--- config.mk ---
export PLATFORM = sky130hd
export DESIGN_NAME = gfx_dma_front
export DESIGN_NICKNAME = d
export VERILOG_FILES = /design/src/rtl/gfx_dma_pkg.sv /design/src/rtl/gfx_dma_fsm.sv /design/src/rtl/gfx_dma_xfer.sv /design/src/rtl/gfx_dma_front.sv
export SDC_FILE = /design/constraint.sdc
export NUM_CORES = 1
export LEC_CHECK = 0
export BUFFER_PORTS_ARGS = -buffer_cell sky130_fd_sc_hd__buf_2
export CELL_PAD_IN_SITES_DETAIL_PLACEMENT = 1
export CELL_PAD_IN_SITES_GLOBAL_PLACEMENT = 2
export CORE_AREA = 3 3 244 246
export DETAILED_ROUTE_END_ITERATION = 10
export DIE_AREA = 0 0 247 249
export PLACE_DENSITY = 0.61
export SYNTH_ARGS = -nofsm -noshare
export SYNTH_HDL_FRONTEND = slang
export SYNTH_SLANG_ARGS = --single-unit
export TNS_END_PERCENT = 30
--- constraint.sdc ---
create_clock -name clk -period 2.95 [get_ports clk]
set_clock_uncertainty 0.15 [all_clocks]
set_input_delay 0.4425 -clock clk [delete_from_list [all_inputs] [get_ports clk]]
set_output_delay 0.4425 -clock clk [all_outputs]
set_load 0.03 [all_outputs]
--- src/rtl/gfx_dma_pkg.sv ---
package gfx_dma_pkg;
    typedef enum logic [0:0] {
        ST_IDLE = 1'b0,
        ST_RUN  = 1'b1
    } dma_state_e;

    localparam logic [7:0] OFF_DEST   = 8'h00;
    localparam logic [7:0] OFF_COUNT  = 8'h04;
    localparam logic [7:0] OFF_CTRL   = 8'h08;
    localparam logic [7:0] OFF_REGION = 8'h84;
endpackage

--- src/rtl/gfx_dma_fsm.sv ---
module gfx_dma_fsm
    import gfx_dma_pkg::*;
(
    input  logic clk,
    input  logic rst_n,
    input  logic start_wr,
    input  logic stop_wr,
    input  logic cnt_zero,
    input  logic last_beat,
    input  logic beat,
    output logic run_o,
    output logic load_o,
    output logic done_evt_o
);
    dma_state_e state_q, state_d;
    logic       done_q;

    // state register
    always_ff @(posedge clk) begin
        if (!rst_n) state_q <= ST_IDLE;
        else        state_q <= state_d;
    end

    // transitions: START, EMPTY_START, FINISH, ABORT
    always_comb begin
        state_d = state_q;
        unique case (state_q)
            ST_IDLE: if (start_wr && !cnt_zero) state_d = ST_RUN;
            ST_RUN: begin
                if (stop_wr)                 state_d = ST_IDLE;
                else if (beat && last_beat)  state_d = ST_IDLE;
            end
            default: state_d = ST_IDLE;
        endcase
    end

    // outputs
    always_ff @(posedge clk) begin
        if (!rst_n) begin
            done_q <= 1'b0;
        end else begin
            unique case (state_q)
                ST_IDLE: done_q <= start_wr && cnt_zero;
                ST_RUN:  done_q <= !stop_wr && beat && last_beat;
                default: done_q <= 1'b0;
            endcase
        end
    end

    assign run_o      = (state_q == ST_RUN);
    assign load_o     = (state_q == ST_IDLE) && start_wr;
    assign done_evt_o = done_q;
endmodule

--- src/rtl/gfx_dma_xfer.sv ---
module gfx_dma_xfer #(
    parameter int REG_W      = 32,
    parameter int BEAT_BYTES = 32
) (
    input  logic             clk,
    input  logic             rst_n,
    input  logic             cnt_wr,
    input  logic [REG_W-1:0] wdata,
    input  logic             ptr_load,
    input  logic [REG_W-1:0] dest,
    input  logic             beat,
    output logic [REG_W-1:0] count_o,
    output logic [REG_W-1:0] ptr_o,
    output logic             last_beat_o,
    output logic             cnt_zero_o
);
    localparam int               ALIGN_W  = $clog2(BEAT_BYTES);
    localparam logic [REG_W-1:0] BEAT_INC = REG_W'(BEAT_BYTES);

    logic [REG_W-1:0] count_q, ptr_q;

    assign last_beat_o = (count_q <= BEAT_INC);
    assign cnt_zero_o  = (count_q == '0);

    always_ff @(posedge clk) begin
        if (!rst_n) begin
            count_q <= '0;
        end else if (cnt_wr) begin
            count_q <= wdata;
        end else if (beat) begin
            count_q <= last_beat_o ? '0 : count_q - BEAT_INC;
        end
    end

    always_ff @(posedge clk) begin
        if (!rst_n) begin
            ptr_q <= '0;
        end else if (ptr_load) begin
            ptr_q <= {dest[REG_W-1:ALIGN_W], {ALIGN_W{1'b0}}};
        end else if (beat) begin
            ptr_q <= ptr_q + BEAT_INC;
        end
    end

    assign count_o = count_q;
    assign ptr_o   = ptr_q;
endmodule

--- src/rtl/gfx_dma_front.sv ---
module gfx_dma_front
    import gfx_dma_pkg::*;
#(
    parameter int REG_W      = 32,
    parameter int BEAT_BYTES = 32,
    parameter int REG_AW     = 8
) (
    input  logic                    clk,
    input  logic                    rst_n,
    input  logic                    reg_wr,
    input  logic [REG_AW-1:0]       reg_addr,
    input  logic [REG_W-1:0]        reg_wdata,
    output logic [REG_W-1:0]        reg_rdata,
    output logic                    chan_req,
    input  logic                    chan_ack,
    input  logic [BEAT_BYTES*8-1:0] beat_data,
    output logic                    dev_wr_en,
    output logic [REG_W-1:0]        dev_wr_addr,
    output logic [BEAT_BYTES*8-1:0] dev_wr_data,
    output logic                    done_evt
);
    logic             run, load, beat, last_beat, cnt_zero;
    logic             ctrl_wr, start_wr, stop_wr, dest_wr, cnt_wr;
    logic [REG_W-1:0] dest_q, count, ptr;

    assign ctrl_wr  = reg_wr && (reg_addr == REG_AW'(OFF_CTRL));
    assign start_wr = ctrl_wr && reg_wdata[0];
    assign stop_wr  = ctrl_wr && !reg_wdata[0];
    assign dest_wr  = reg_wr && (reg_addr == REG_AW'(OFF_DEST)) && !run;
    assign cnt_wr   = reg_wr && (reg_addr == REG_AW'(OFF_COUNT)) && !run;
    assign beat     = chan_ack && run;

    always_ff @(posedge clk) begin
        if (!rst_n)       dest_q <= '0;
        else if (dest_wr) dest_q <= reg_wdata;
    end

    gfx_dma_fsm fsm_i (
        .clk        (clk),
        .rst_n      (rst_n),
        .start_wr   (start_wr),
        .stop_wr    (stop_wr),
        .cnt_zero   (cnt_zero),
        .last_beat  (last_beat),
        .beat       (beat),
        .run_o      (run),
        .load_o     (load),
        .done_evt_o (done_evt)
    );

    gfx_dma_xfer #(.REG_W(REG_W), .BEAT_BYTES(BEAT_BYTES)) xfer_i (
        .clk         (clk),
        .rst_n       (rst_n),
        .cnt_wr      (cnt_wr),
        .wdata       (reg_wdata),
        .ptr_load    (load),
        .dest        (dest_q),
        .beat        (beat),
        .count_o     (count),
        .ptr_o       (ptr),
        .last_beat_o (last_beat),
        .cnt_zero_o  (cnt_zero)
    );

    always_comb begin
        reg_rdata = '0;
        if (reg_addr == REG_AW'(OFF_DEST))       reg_rdata = dest_q;
        else if (reg_addr == REG_AW'(OFF_COUNT)) reg_rdata = count;
        else if (reg_addr == REG_AW'(OFF_CTRL))  reg_rdata = REG_W'(run);
    end

    assign chan_req    = run;
    assign dev_wr_en   = beat;
    assign dev_wr_addr = ptr;
    assign dev_wr_data = beat_data;
endmodule

==> impl_metrics.yaml <==
floorplanning:
  die_y_um: 249
  core_um2: 57590
  ios: 623
  fp-row-count: 88
  die_w_um: 247
  die_area_um2: 61500
  initial_core_util: 0.1188
yosys:
  syn_area_um2: 6839
  synth_cell_types: 51
  yosysWarnings: 0
  async_flop_share: 0
  ys_ff_latch: 93
  synth_seq_area_share: 0.2722
  synth.avg_cell_area_um2: 7.763
  ys.flop_type: "dfxtp_1"
  synth_edf_count: 0
  synthCells: 881
placed_design:
  dp_slack_ns: 0.1037
  dp_hpwl_um: 26320
  place.gp.congestion: 0.7284
  dp_cells: 1502
  io_buffers: 105
pwr:
  p_leak_nw: 2.570
  ir_drop_v: 0.0002753
  p_per_area_nw_per_um2: 380.8
timing:
  maxSlewHeadroom: 0.5789
  final_max_slew_viol_count: 0
  tns_ns: 0
  rsz0062_at_grt: "false"
  period_needed_ns: 2.804
  hold_viol: 0
  setup_violations: 0
  max_freq_mhz: 356.6
  finalWorstSetupSlack_ns: 0.1460
  post-route-period-util: 0.9505
  tightest_slew_ns: 0.6308
global_route:
  grt_pass1_wl_um: 44360
  gr-usage-all-layers: 0.1009
  grt_overflow: 0
  antenna_found_initial: 8
  grt_pass1_vias: 5804
  grt_max_degree: 33
clock_tree:
  clkSinkCount: 93
  cts-root-buf: "clkbuf_16"
  clock_path_buffers: 2
  hold_buffers: 0
  cts_buffers: 9
  worst_skew_pair.late_latency_ns: 0.36
  cts_tree: "done"
  post_cts_buffers: 0
  clkTransAtPathRegs_ns: 0.08
  cts_max_level: 3
  post_cts_resized: 0
setup_path:
  path_max_fanout: 8
  path_class: "in2out"
  critPathTopFamily: "simple AND/OR/NAND/NOR gates"
  cp.required_ns: 2.36
  cp-end-kind: "output pin"
  crit_chain: "buf_2 > or4_1 > nor3_2 > buf_4 > buf_4 > a22o_1 > buf_2"
  crit_slowest_cell: "or4_1"
  worst_ep_arrival_time_ns: 2.21
  startpoint_type: "primary input"
  cpPeakStageDelay_ns: 0.69
  critPathBufInv: 4
routing:
  drt_wl_total_um: 32200
  drc: 0
  vias: 5696
  viasPerCell: 3.747
  postRouteAntennaNets: 0
  first_iter_violations: 336
  drt-pass1-iter-count: 4
  routedWlPerCell_um: 21.19
cells_and_area:
  syn2layout_area_growth_pct: 2.415
  instances_no_fill: 1520
  nets: 1050
  fin_util: 0.1216
  drive_above_1_share: 0.2590
  mostFrequentLayoutCells: "105 x nand2_1, 105 x buf_2, 93 x dfxtp_1, 67 x a21oi_1, 45 x buf_4"
job:
  cap_violations: 0
hold_path:
  min_path_type: "in2reg"
outcome:
  status: "completed"
==> area by class of cell <==
class                   count  area, um^2
fillers                  6870       50580
flip-flops and latches     93        1862
inverters                   8       30.03
multi-input cells         480        2858
clock buffers              11       242.7
well taps                 765       957.2
clock inverters             5       66.31
diodes                      2       5.005
repair buffers            156       983.4
==> state kept, by name, indices dropped and copies added, names as in the netlist <==
| name | flops |
|---|---|
| dest_q | 32 |
| xfer_i.count_o | 32 |
| xfer_i.ptr_o | 27 |
| fsm_i.done_evt_o | 1 |
| fsm_i.run_o | 1 |
==> cells in the mapped netlist (all sizes together) (2+ instances only) <==
cell type | number | area, um^2
a21oi | 67 | 335.3
a221oi | 3 | 26.28
a22o | 31 | 271.5
a22oi | 5 | 37.54
a2bb2oi | 7 | 61.31
a31oi | 9 | 56.30
a32oi | 2 | 17.52
a41oi | 2 | 17.52
and2 | 2 | 12.51
and3 | 15 | 93.84
and4 | 2 | 17.52
buf | 267 | 1996
clkbuf | 37 | 138.9
dfxtp | 93 | 1862
ha | 2 | 25.02
inv | 8 | 30.03
nand2 | 106 | 397.9
nand2b | 3 | 18.77
nand3 | 31 | 155.2
nand3b | 2 | 15.01
nand4 | 13 | 81.33
nor2 | 23 | 86.33
nor2b | 4 | 25.02
nor3 | 23 | 135.1
nor4 | 16 | 148.9
o211ai | 12 | 90.09
o21ai | 23 | 115.1
o22ai | 11 | 81.32
o31ai | 4 | 30.03
or2 | 4 | 25.02
or3 | 10 | 62.56
or4 | 8 | 63.81
xnor2 | 17 | 148.9
xor2 | 10 | 87.58
==> cell families after synthesis <==
kind of cell | after synthesis | synth area share
buf+inv | 312 | 0.3165
xor+xnor | 27 | 0.03458
flops | 93 | 0.2722
compound gates | 181 | 0.1729
simple gates | 265 | 0.1996
fa+ha+maj | 2 | 0.003658
other cells | 1 | 0.0005483
==> path summary, 6_finish.rpt <==
| path | cells past startpoint | startpoint | slack, ns | endpoint |
|---|---|---|---|---|
| setup / recovery | 7 | reg_addr[5] | 0.15 | reg_rdata[31] |
| hold / removal | 3 | reg_wdata[16] | 0.15 | xfer_i.count_o[16]$_SDFFE_PN0P_ |
| setup reg to reg | 6 | xfer_i.count_o[8]$_SDFFE_PN0P_ | 0.22 | xfer_i.count_o[24]$_SDFFE_PN0P_ |
| hold reg to reg | 2 | dest_q[1]$_SDFFE_PN0P_ | 0.31 | dest_q[1]$_SDFFE_PN0P_ |
==> through the flow <==
stage / hold WS [ns] / cell area [um^2] / power, mW
2_1_floorplan: 0.2863 / 6854 / 2.004
5_1_grt: 0.1603 / 7004 / 2.786
4_1_cts: 0.1402 / 6992 / 2.718
3_5_place_dp: 0.3008 / 6683 / 1.431
6_report: 0.1493 / 7004 / 2.667
3_3_place_gp: 0.3006 / 6683 / 1.430
==> power by group <==
group	internal [mW]	switching, mW	total [mW]
Clock	0.695	0.572	1.27
Sequential	1.26	0.00250	1.26
Combinational	0.0488	0.0932	0.142
Total	2.00	0.668	2.67
==> layer usage <==
layer  wire [um]  track usage
met1       12310       0.1176
met2       14300       0.1533
met3        3845      0.04672
met4        1639      0.05216
met5         110     0.006359
==> tightest hold or removal path, delay by kind of cell <==
kind            cells  cell delay [ns]
buf+inv             1             0.10
simple gates        1             0.04
compound gates      1             0.05
Power figures use the tool's default switching activity.
